[config.mk]
export PLATFORM = sky130hd
export DESIGN_NAME = irq_dest_resolver
export DESIGN_NICKNAME = d
export VERILOG_FILES = /design/src/rtl/irq_dest_pkg.sv /design/src/rtl/irq_tgt_match.sv /design/src/rtl/irq_lowest_pick.sv /design/src/rtl/irq_arb_bank.sv /design/src/rtl/irq_dest_resolver.sv
export SDC_FILE = /design/constraint.sdc
export NUM_CORES = 1
export LEC_CHECK = 0
export BUFFER_PORTS_ARGS = -buffer_cell sky130_fd_sc_hd__buf_2
export CORE_MARGIN = 4
export CORE_UTILIZATION = 25
export DETAILED_ROUTE_END_ITERATION = 10
export PLACE_DENSITY = 0.49
export SYNTH_ARGS = -nofsm -noshare
export SYNTH_HDL_FRONTEND = slang
export SYNTH_SLANG_ARGS = --single-unit
[constraint.sdc]
create_clock -name clk -period 0.8 [get_ports clk]
set_clock_uncertainty 0.1 [all_clocks]
set_input_delay 0.04 -clock clk [delete_from_list [all_inputs] [get_ports clk]]
set_output_delay 0.04 -clock clk [all_outputs]
set_load 0.01 [all_outputs]
[src/rtl/irq_dest_pkg.sv]
package irq_dest_pkg;

   typedef enum logic [2:0] {
      DM_FIXED  = 3'd0,
      DM_LOWEST = 3'd1,
      DM_SMI    = 3'd2,
      DM_RSV3   = 3'd3,
      DM_NMI    = 3'd4,
      DM_INIT   = 3'd5,
      DM_START  = 3'd6,
      DM_RSV7   = 3'd7
   } dmode_e;

   typedef enum logic [1:0] {
      SH_DEST   = 2'd0,
      SH_SELF   = 2'd1,
      SH_ALL    = 2'd2,
      SH_OTHERS = 2'd3
   } shorthand_e;

   localparam int         MODEL_W       = 4;
   localparam logic [3:0] MODEL_FLAT    = 4'hF;
   localparam logic [3:0] MODEL_CLUSTER = 4'h0;

endpackage

[src/rtl/irq_tgt_match.sv]
// Address match of one target against the destination field.
module irq_tgt_match
   import irq_dest_pkg::*;
#(
   parameter int DEST_W = 8,
   localparam int HALF  = DEST_W / 2
) (
   input  logic [DEST_W-1:0]  dest,
   input  logic               logical,
   input  logic [DEST_W-1:0]  id,
   input  logic [DEST_W-1:0]  ldest,
   input  logic [MODEL_W-1:0] model,
   output logic               hit
);

   logic bcast, phys_hit, flat_hit, clus_hit;

   always_comb begin
      bcast    = &dest;
      phys_hit = bcast || (dest == id);
      flat_hit = (model == MODEL_FLAT) && (|(dest & ldest));
      clus_hit = (model == MODEL_CLUSTER)
               && (dest[DEST_W-1:HALF] == ldest[DEST_W-1:HALF])
               && (|(dest[HALF-1:0] & ldest[HALF-1:0]));
      hit      = logical ? (flat_hit || clus_hit) : phys_hit;
   end

endmodule

[src/rtl/irq_lowest_pick.sv]
// Keeps the lowest-indexed set bit of a vector.
module irq_lowest_pick #(
   parameter int N     = 8,
   parameter bit ARITH = 1'b0
) (
   input  logic [N-1:0] req,
   output logic [N-1:0] grant
);

   generate
      if (ARITH) begin : g_arith
         assign grant = req & (~req + N'(1));
      end else begin : g_scan
         always_comb begin
            logic found;
            found = 1'b0;
            grant = '0;
            for (int i = 0; i < N; i++) begin
               if (req[i] && !found) begin
                  grant[i] = 1'b1;
                  found    = 1'b1;
               end
            end
         end
      end
   endgenerate

endmodule

[src/rtl/irq_arb_bank.sv]
// Per-target arbitration ID registers.
module irq_arb_bank #(
   parameter int N      = 8,
   parameter int DEST_W = 8
) (
   input  logic                clk,
   input  logic                rst_n,
   input  logic [N-1:0]        load,
   input  logic [N*DEST_W-1:0] id_in,
   output logic [N*DEST_W-1:0] arb_out
);

   genvar gi;
   generate
      for (gi = 0; gi < N; gi++) begin : g_reg
         logic [DEST_W-1:0] val_q;
         always_ff @(posedge clk or negedge rst_n) begin
            if (!rst_n)        val_q <= '0;
            else if (load[gi]) val_q <= id_in[gi*DEST_W +: DEST_W];
         end
         assign arb_out[gi*DEST_W +: DEST_W] = val_q;
      end
   endgenerate

endmodule

[src/rtl/irq_dest_resolver.sv]
module irq_dest_resolver
   import irq_dest_pkg::*;
#(
   parameter int NUM_TGT    = 8,
   parameter int DEST_W     = 8,
   parameter bit PICK_ARITH = 1'b0,
   localparam int SRC_W     = (NUM_TGT > 1) ? $clog2(NUM_TGT) : 1
) (
   input  logic                      clk,
   input  logic                      rst_n,
   input  logic                      req_valid,
   input  logic [DEST_W-1:0]         req_dest,
   input  logic                      req_logical,
   input  logic [1:0]                req_shorthand,
   input  logic [2:0]                req_dmode,
   input  logic                      req_level,
   input  logic                      req_trigger,
   input  logic [SRC_W-1:0]          req_src,
   input  logic [NUM_TGT-1:0]        tgt_present,
   input  logic [NUM_TGT*DEST_W-1:0] tgt_id,
   input  logic [NUM_TGT*DEST_W-1:0] tgt_ldest,
   input  logic [NUM_TGT*MODEL_W-1:0] tgt_model,
   output logic                      done,
   output logic [NUM_TGT-1:0]        dlv_mask,
   output logic [NUM_TGT*DEST_W-1:0] arb_id
);

   generate
      if (NUM_TGT < 1 || NUM_TGT > 32) begin : g_bad_count
         $error("NUM_TGT must lie in 1..32");
      end
      if (DEST_W < 2 || (DEST_W % 2) != 0) begin : g_bad_width
         $error("DEST_W must be even and at least 2");
      end
   endgenerate

   dmode_e     dm;
   shorthand_e sh;
   logic       init_deassert, reserved_mode;

   logic [NUM_TGT-1:0] addr_hit, scope_sel, sel, lowest, deliver_nx, arb_load;
   logic               done_q;
   logic [NUM_TGT-1:0] mask_q;

   assign dm = dmode_e'(req_dmode);
   assign sh = shorthand_e'(req_shorthand);
   assign init_deassert = (dm == DM_INIT) && !req_level && req_trigger;
   assign reserved_mode = (dm == DM_RSV3) || (dm == DM_RSV7);

   genvar gi;
   generate
      for (gi = 0; gi < NUM_TGT; gi++) begin : g_tgt
         logic sc;
         irq_tgt_match #(.DEST_W(DEST_W)) u_match (
            .dest    (req_dest),
            .logical (req_logical),
            .id      (tgt_id[gi*DEST_W +: DEST_W]),
            .ldest   (tgt_ldest[gi*DEST_W +: DEST_W]),
            .model   (tgt_model[gi*MODEL_W +: MODEL_W]),
            .hit     (addr_hit[gi])
         );
         always_comb begin
            unique case (sh)
               SH_DEST:   sc = addr_hit[gi];
               SH_SELF:   sc = (req_src == SRC_W'(gi));
               SH_ALL:    sc = 1'b1;
               SH_OTHERS: sc = (req_src != SRC_W'(gi));
               default:   sc = 1'b0;
            endcase
         end
         assign scope_sel[gi] = sc;
      end
   endgenerate

   assign sel = scope_sel & tgt_present;

   irq_lowest_pick #(.N(NUM_TGT), .ARITH(PICK_ARITH)) u_pick (
      .req   (sel),
      .grant (lowest)
   );

   always_comb begin
      if (init_deassert || reserved_mode) deliver_nx = '0;
      else if (dm == DM_LOWEST)           deliver_nx = lowest;
      else                                deliver_nx = sel;
   end

   assign arb_load = (req_valid && init_deassert) ? sel : '0;

   irq_arb_bank #(.N(NUM_TGT), .DEST_W(DEST_W)) u_arb (
      .clk     (clk),
      .rst_n   (rst_n),
      .load    (arb_load),
      .id_in   (tgt_id),
      .arb_out (arb_id)
   );

   always_ff @(posedge clk or negedge rst_n) begin
      if (!rst_n) begin
         done_q <= 1'b0;
         mask_q <= '0;
      end else begin
         done_q <= req_valid;
         mask_q <= req_valid ? deliver_nx : '0;
      end
   end

   assign done     = done_q;
   assign dlv_mask = mask_q;

endmodule

==> results of run 1 <==
==> worst paths after layout <==
path | start | endpoint | slack [ns]
setup / recovery | req_dest[7] | dlv_mask[4] | -1.24
hold / removal | tgt_id[49] | u_arb.g_reg[6].val_q[1] | -0.15
setup reg to reg | u_arb.g_reg[0].val_q[2] | u_arb.g_reg[0].val_q[2] | -0.21
hold reg to reg | u_arb.g_reg[3].val_q[7] | u_arb.g_reg[3].val_q[7] | 0.40
max in group asynchronous | rst_n | u_arb.g_reg[2].val_q[0] | 0.13
min in group asynchronous | rst_n | u_arb.g_reg[3].val_q[6] | 0.02
==> flip-flops by register name, summed over array words and instances, names as in the netlist <==
signal         count
u_arb.g.val_q     64
dlv_mask           8
done               1
==> metrics by stage <==
stage          hold slack [ns]  worst slack, ns  cell area [um2]
2_1_floorplan           -0.356            -1.44             5170
4_1_cts                 -0.161            -1.23             8720
3_5_place_dp            -0.164            -1.83             7600
6_report                -0.146            -1.24             9260
5_1_grt                 -0.151            -1.29             9260
3_3_place_gp            -0.169            -1.82             7600
==> cell usage after synthesis (2+ instances only) <==
library cell / count / area, um2
dfrtp_1: 73 / 1830
mux2_2: 63 / 709
xor2_1: 50 / 438
ha_1: 32 / 400
nor4_1: 26 / 163
xnor2_1: 21 / 184
nand2_1: 16 / 60.1
nand4_1: 14 / 87.6
a22oi_1: 12 / 90.1
buf_2: 11 / 55.1
a211oi_1: 10 / 75.1
a21oi_1: 10 / 50.1
o21ai_0: 9 / 45.0
or4_1: 9 / 67.6
nand3_1: 6 / 30.0
nor2_1: 5 / 18.8
a2111oi_4: 4 / 110
and4_1: 4 / 35.0
buf_6: 4 / 45.0
inv_1: 4 / 15.0
nor3_1: 4 / 20.0
and2_1: 3 / 18.8
nor3b_1: 3 / 22.5
a21boi_0: 2 / 15.0
and3_1: 2 / 12.5
and4b_1: 2 / 20.0
buf_4: 2 / 15.0
nand2_2: 2 / 12.5
nor2b_1: 2 / 12.5
o31ai_1: 2 / 15.0
==> power groups by stage <==
stage          Clock [W]  Sequential (W)  Combinational [W]
5_1_grt          0.00396         0.00428            0.00483
4_1_cts          0.00383         0.00424            0.00411
2_1_floorplan          0         0.00444            0.00124
3_3_place_gp           0         0.00427            0.00332
6_report         0.00371         0.00425            0.00448
3_5_place_dp           0         0.00428            0.00340
==> cell type report <==
type	count	area (um2)	area share
clock inverters	3	17.5	0.00189
flip-flops and latches	73	1830	0.197
multi-input cells	329	3720	0.402
repair buffers	419	3110	0.336
clock buffers	12	246	0.0266
diodes	1	2.50	0.000270
inverters	4	15.0	0.00162
well taps	260	325	0.0351
==> logic make-up after synthesis <==
group                    Yosys count  share of synthesized area
AND/OR/NAND/NOR                  103                      0.130
flip-flops                        73                      0.379
XOR/XNOR                          71                      0.129
multiplexers                      64                      0.150
AO/OA/AOI/OAI                     59                      0.101
adder cells (fa/ha/maj)           32                     0.0831
buffers and inverters             22                     0.0278
==> routing by layer <==
metal | vias up | global-route usage | wire, um
met3 | 29 | 0.0450 | 1250
li1 | 2425 | - | -
met1 | 2515 | 0.212 | 8050
met4 | 2 | 0.0522 | 406
met2 | 186 | 0.337 | 10900
met5 | - | 0 | 7
==> repair_timing <==
item / 4_1_cts / 5_1_grt
endpoints found under the hold margin: 139 / 64
setup buffers: 27 / 22
pin swaps: 36 / 48
resized for setup: 128 / 65
endpoints found under the setup margin: 145 / 145
==> reports/results.txt, run 1 <==
Gate count after technology mapping: 424
CTS tree: yes
Most common cell after layout, fill and taps aside: buf_2
Final Max Slew Viols: 0
Drc violations: 0
Synth Area per Inst: 11.4 um2
Vias in the first global route: 5672
Synth Register Bits: 73
Failing checks: negative hold slack, negative setup slack
GRT Overall Usage: 0.184
Worst-margin pin slew: 0.411 ns
Setup crit end kind: flip-flop
Clock Sinks: 73
Count of cell types in the netlist: 47
Largest net degree at the start of global routing: 29
Final WS setup: -1.24 ns
GRT overflow: 0
Post-synth EDFFs: 0
RD Place Congestion: 0.900
Worst EP required: 0.92 ns
Fillers: 1755
Share of layout cells above drive strength 1: 0.699
Worst stage delay on the critical path: 0.54 ns
Core Footprint: 18800 um2
Syn Std Cell Area: 4820 um2
Layout area overhead: 92.3%
Crit path buffers/inverters: 3
Hold depth: 2
Max_cap viols: 0
Total CTS buffers: 9
First-pass GRT wire length: 30900 um
Ys async rst share: 1.00
Fin crit share: 2.55
Clk buf depth: 2
Final std cells w/o fill: 1101
Latest clock arrival within the worst-skew pair: 0.34 ns
Critical Path, Cell by Cell: buf_12, ha_4, or4_4, a211oi_4, a211oi_4, a2111oi_4, buf_4, nor4_4, buf_4, nor2b_4, nor3_2
Detailed placement HPWL: 16600 um
VDD IR max: 0.936 mV
Mapped Nets: 646
Share of power burned in registers: 0.341
First-pass DRT Iterations: 4
Die span in x: 147 um
Clk root buf: clkbuf_16
Tmin final: 2.04 ns
Critical Path Source Type: input port
Antenna-violating nets left: 0
Fmax: 490 MHz
Seq/Total Area, Yosys: 0.379
Reg2reg path depth: 2
Static Leak: 4.49 nW
NetSw: 0.00364 W
Final setup TNS: -96.59 ns
Status: complete, but fails checks
Core Rows: 50
Fin util: 0.492
Count of final hold-check violations: 64
Initial antenna violation count: 2
Total number of yosys warnings: 0
NumNets Final: 1058
Final-report setup violation count: 145
Die area: 21500 um2
Worst Path Class, Setup: input port to flip-flop
Hold Worst Slack: -0.146 ns
Pwr Total: 0.0124 W
Internal: 0.00879 W
Worst-path clk slew: 0.06 ns
Cell family with most CP delay: simple AND/OR/NAND/NOR gates
Dominant synthesized flop cell: dfrtp_1
RSZ-0062 raised after global routing: yes
Combinational share of power: 0.360
WP data arrival: 2.16 ns
Vias: 5157
Hold buffer count at CTS: 2
WL/cell: 18.7 um
Die outline height: 147 um
Switch share: 0.293
Crit path depth: 11
Inst Count DP: 1038
Total Wirelength: 20600 um
Power Dens Cells: 1340 nW/um2
Critical path's slowest cell: or4_4
Drt initial violations: 137
CP Max Fanout: 7
Clk pwr share: 0.298
Most frequent cells in the layout: 222 x buf_2, 97 x buf_4, 79 x buf_6
Total I/O pin count: 263
Buffers on Ports: 262
Via density per instance: 4.68
Hold Path Class: input port to flip-flop
H-tree Lvls: 3
Initial Utilization: 0.256
Relative slew slack: 0.724
Note: power is estimated with default switching activity, not from simulation.
==> run 2, diff against run 1 <==
--- a/config.mk
+++ b/config.mk
@@ -7,9 +7,10 @@
 export LEC_CHECK = 0
 export BUFFER_PORTS_ARGS = -buffer_cell sky130_fd_sc_hd__buf_2
 export CORE_MARGIN = 4
-export CORE_UTILIZATION = 25
+export CORE_UTILIZATION = 41
+export CTS_BUF_LIST = sky130_fd_sc_hd__clkbuf_16
 export DETAILED_ROUTE_END_ITERATION = 10
-export PLACE_DENSITY = 0.49
+export PLACE_DENSITY = 0.74
 export SYNTH_ARGS = -nofsm -noshare
 export SYNTH_HDL_FRONTEND = slang
 export SYNTH_SLANG_ARGS = --single-unit
==> reports/results.txt, run 2 (synthesis results as in run 1) <==
Status: complete, but fails checks
Failing checks: negative hold slack, negative setup slack
VDD IR max: 2.04 mV
Final setup TNS: -91.75 ns
Setup crit end kind: flip-flop
Fin crit share: 2.44
GRT overflow: 0
Final-report setup violation count: 145
Fmax: 512 MHz
Relative slew slack: 0.744
Latest clock arrival within the worst-skew pair: 0.34 ns
Most common cell after layout, fill and taps aside: buf_2
Placed standard-cell area: 7280 um2
Vias in the first global route: 5642
Worst-margin pin slew: 0.384 ns
Crit path buffers/inverters: 1
Drt initial violations: 287
CTS tree: yes
WL/cell: 20.5 um
Critical path's slowest cell: or4_4
Worst stage delay on the critical path: 0.53 ns
Critical Path, Cell by Cell: buf_12, ha_4, or4_4, a211oi_2, a211oi_2, a2111oi_4, nand2_4, mux2_4
Total I/O pin count: 263
GRT Overall Usage: 0.276
Core Footprint: 11500 um2
Worst-path clk slew: 0.06 ns
Fin area: 8790 um2
RD Place Congestion: 0.866
Clk root buf: clkbuf_16
Buffers on Ports: 262
Share of layout cells above drive strength 1: 0.681
Total Wirelength: 19700 um
Die area: 13500 um2
Power Dens Cells: 1430 nW/um2
Die span in x: 116 um
Initial Utilization: 0.420
Via density per instance: 5.43
Final WS setup: -1.15 ns
Largest net degree at the start of global routing: 40
NumNets Final: 1033
Max FFs per register: 64
Count of final hold-check violations: 64
Fin util: 0.767
Total CTS buffers: 9
Core Rows: 39
Final std cells w/o fill: 962
Worst EP required: 0.93 ns
Static Leak: 4.37 nW
Detailed placement HPWL: 14800 um
CP Max Fanout: 8
Clk buf depth: 2
Vias: 5221
Hold Worst Slack: -0.146 ns
Critical Path Source Type: input port
Initial antenna violation count: 0
Fillers: 681
Die outline height: 116 um
H-tree Lvls: 3
Max_cap viols: 0
RSZ-0062 raised after global routing: yes
Antenna-violating nets left: 0
Worst Path Class, Setup: input port to flip-flop
Inst Count DP: 898
Final Max Slew Viols: 0
Hold buffer count at CTS: 2
Clock Sinks: 73
First-pass DRT Iterations: 4
Drc violations: 0
Most frequent cells in the layout: 221 x buf_2, 82 x buf_4, 73 x dfrtp_1
Tmin final: 1.95 ns
WP data arrival: 2.08 ns
Most common cell on crit path: a211oi_2
First-pass GRT wire length: 28300 um
Hold Path Class: input port to flip-flop
Cell family with most CP delay: simple AND/OR/NAND/NOR gates
Largest Register: u_arb.g.val_q
Layout area overhead: 82.5%
## run 2: cell type report
cell class,count,area [um2],share of cell area
Clock buffer,9,225,0.0256
Sequential cell,73,1830,0.208
Timing Repair Buffer,394,2890,0.329
Clock inverter,7,68.8,0.00783
Antenna cell,3,7.51,0.000854
Inverter,4,15.0,0.00171
Tap cell,143,179,0.0204
Multi-Input combinational cell,329,3580,0.407
## run 2: final timing paths
kind	startpoint	end	slack, ns	cells after the start
worst max-delay path	req_dest[4]	u_arb.g_reg[3].val_q[1]	-1.15	8
worst min-delay path	tgt_id[28]	u_arb.g_reg[3].val_q[4]	-0.15	2
worst max register to register	u_arb.g_reg[0].val_q[2]	u_arb.g_reg[0].val_q[2]	-0.22	2
worst min register to register	u_arb.g_reg[7].val_q[5]	u_arb.g_reg[7].val_q[5]	0.41	1
max in group asynchronous	rst_n	u_arb.g_reg[2].val_q[7]	0.24	3
min in group asynchronous	rst_n	u_arb.g_reg[7].val_q[6]	0.14	3
## run 2: report_power, final
part	leakage, nW	switching [W]	internal [W]
Clock	0.144	0.00168	0.00242
Combinational	3.24	0.00182	0.00241
Sequential	0.988	0.000223	0.00404
Total	4.37	0.00373	0.00886
## run 2: metal layers
metal,GRT usage,vias to the layer above,routed length [um]
met2,0.485,257,10100
met5,0,-,0
met3,0.0596,67,1550
met1,0.317,2512,7240
li1,-,2385,-
met4,0.131,0,808
## run 2: through the flow
step / hold WS (ns) / worst slack (ns) / total power [W]
floorplan: -0.356 / -1.44 / 0.00568
global placement: -0.0364 / -1.74 / 0.00739
detailed placement: -0.0352 / -1.77 / 0.00752
CTS: -0.153 / -1.19 / 0.0124
global route: -0.140 / -1.21 / 0.0132
finish: -0.146 / -1.15 / 0.0126
## run 2: timing repair
action                                 in CTS  in global routing
endpoints found under the hold margin     139                 64
gates resized for setup                   131                 37
setup endpoints to repair                 145                145
pin swaps                                  60                 27
buffers inserted                           41                  6
==> run 3, diff against run 2 <==
--- a/config.mk
+++ b/config.mk
@@ -10,6 +10,7 @@
 export CORE_UTILIZATION = 41
 export CTS_BUF_LIST = sky130_fd_sc_hd__clkbuf_16
 export DETAILED_ROUTE_END_ITERATION = 10
+export GPL_TIMING_DRIVEN = 0
 export PLACE_DENSITY = 0.74
 export SYNTH_ARGS = -nofsm -noshare
 export SYNTH_HDL_FRONTEND = slang
==> reports/results.txt, run 3 (synthesis results as in run 1) <==
Total I/O pin count: 263
Max FFs per register: 64
Most common cell after layout, fill and taps aside: buf_2
Setup crit end kind: flip-flop
Die area: 13500 um2
CP endpoint: u_arb.g_reg[3].val_q[1]
Count of final hold-check violations: 137
Tmin final: 1.99 ns
CTS tree: yes
RD Place Congestion: 0.826
Crit path buffers/inverters: 1
Worst EP required: 0.93 ns
Final WS setup: -1.19 ns
Hold Worst Slack: -0.257 ns
Layout area overhead: 67.8%
Total Wirelength: 19300 um
Failing checks: negative hold slack, negative setup slack
R2r setup slk: -0.21 ns
Core Rows: 39
Clk root buf: clkbuf_16
Clock Sinks: 73
CP Max Fanout: 8
Clk buf depth: 2
Static Leak: 4.06 nW
H-tree Lvls: 3
Relative slew slack: 0.324
Initial antenna violation count: 0
Initial Utilization: 0.420
FF-to-FF End: u_arb.g_reg[5].val_q[1]
RSZ-0062 raised after global routing: yes
VDD IR max: 1.87 mV
Buffers on Ports: 258
Detailed placement HPWL: 13800 um
Status: complete, but fails checks
Most common cell on crit path: a211oi_4
First-pass GRT wire length: 27400 um
Drt initial violations: 354
WL/cell: 21.5 um
Fin crit share: 2.49
Final std cells w/o fill: 896
Antenna Cells: 0
Pwr Total: 0.0119 W
Vias in the first global route: 5372
Total CTS buffers: 9
Worst-margin pin slew: 1.01 ns
Largest Register: u_arb.g.val_q
Worst setup path start: req_dest[7]
Hold Path Class: input port to asynchronous set/reset pin
GRT overflow: 0
NumNets Final: 971
Core Footprint: 11500 um2
Drc violations: 0
Cell family with most CP delay: simple AND/OR/NAND/NOR gates
Setup WS pre-CTS: -2.20 ns
Worst-path clk slew: 0.06 ns
Fmax: 501 MHz
First-pass DRT Iterations: 6
Critical path's slowest cell: or4_4
Reg2reg path depth: 2
Reg2reg start: u_arb.g_reg[5].val_q[1]
Inst Count DP: 825
Power Dens Cells: 1470 nW/um2
Antenna-violating nets left: 0
Via density per instance: 5.54
Die span in x: 116 um
Die outline height: 116 um
Latest clock arrival within the worst-skew pair: 0.33 ns
Worst Path Class, Setup: input port to flip-flop
Critical Path Source Type: input port
Crit path depth: 8
Vias: 4968
Max_cap viols: 0
Worst stage delay on the critical path: 0.55 ns
Final-report setup violation count: 145
Final Max Slew Viols: 0
GRT Overall Usage: 0.267
Share of layout cells above drive strength 1: 0.649
Most frequent cells in the layout: 238 x buf_2, 73 x dfrtp_1, 50 x xor2_1
WP data arrival: 2.12 ns
Critical Path, Cell by Cell: buf_12, ha_4, or4_4, a211oi_4, a211oi_4, a2111oi_4, nand2_4, mux2_4
Largest net degree at the start of global routing: 74
Hold buffer count at CTS: 1
## run 3: metal layers
metal | GRT usage | up-vias | part of all wire
met5 | 0 | - | 0
met4 | 0.109 | 0 | 0.041
met3 | 0.0694 | 73 | 0.079
met2 | 0.458 | 275 | 0.51
met1 | 0.318 | 2370 | 0.37
li1 | - | 2250 | -
## run 3: area by class of cell
class	count	area (um2)
tap	143	179
clock inverter	6	60.1
clock buffer	9	225
fill	807	3390
inverter	4	15.0
timing repair buffer	316	1980
buffer	16	188
sequential	73	1830
multi-input combinational	329	3600
## run 3: timing repair
action / in CTS / in global routing
endpoints found under the setup margin: 145 / 145
pin swaps: 31 / 22
gates resized for setup: 79 / 55
endpoints found under the hold margin: 143 / 137
buffers inserted: 47 / 10
gates cloned: 0 / 0
## run 3: stage by stage
step	hold slack, ns	instance area, um2	util	TNS (ns)
6_report	-0.257	8080	0.705	-91.77
5_1_grt	-0.181	8080	0.705	-98.00
3_5_place_dp	0.0850	6650	0.580	-149.75
3_3_place_gp	0.0849	6640	0.579	-194.52
4_1_cts	-0.227	7700	0.672	-91.41
2_1_floorplan	-0.356	5170	-	-81.75
## run 3: how the worst min path moves through the flow
stage	start	end	slack [ns]	cells past startpoint
6_report	rst_n	u_arb.g_reg[7].val_q[6]	-0.26	1
3_3_place_gp	req_valid	done	0.08	1
4_1_cts	rst_n	u_arb.g_reg[3].val_q[1]	-0.23	1
5_1_grt	rst_n	u_arb.g_reg[3].val_q[1]	-0.18	1
3_5_place_dp	req_valid	done	0.08	1
2_1_floorplan	rst_n	dlv_mask[0]	-0.36	0
## run 3: report_power, final
part	leakage (nW)	switching (W)	internal, W
Clock	0.143	0.00154	0.00238
Combinational	2.93	0.00173	0.00202
Sequential	0.988	0.000194	0.00404
Total	4.06	0.00347	0.00844
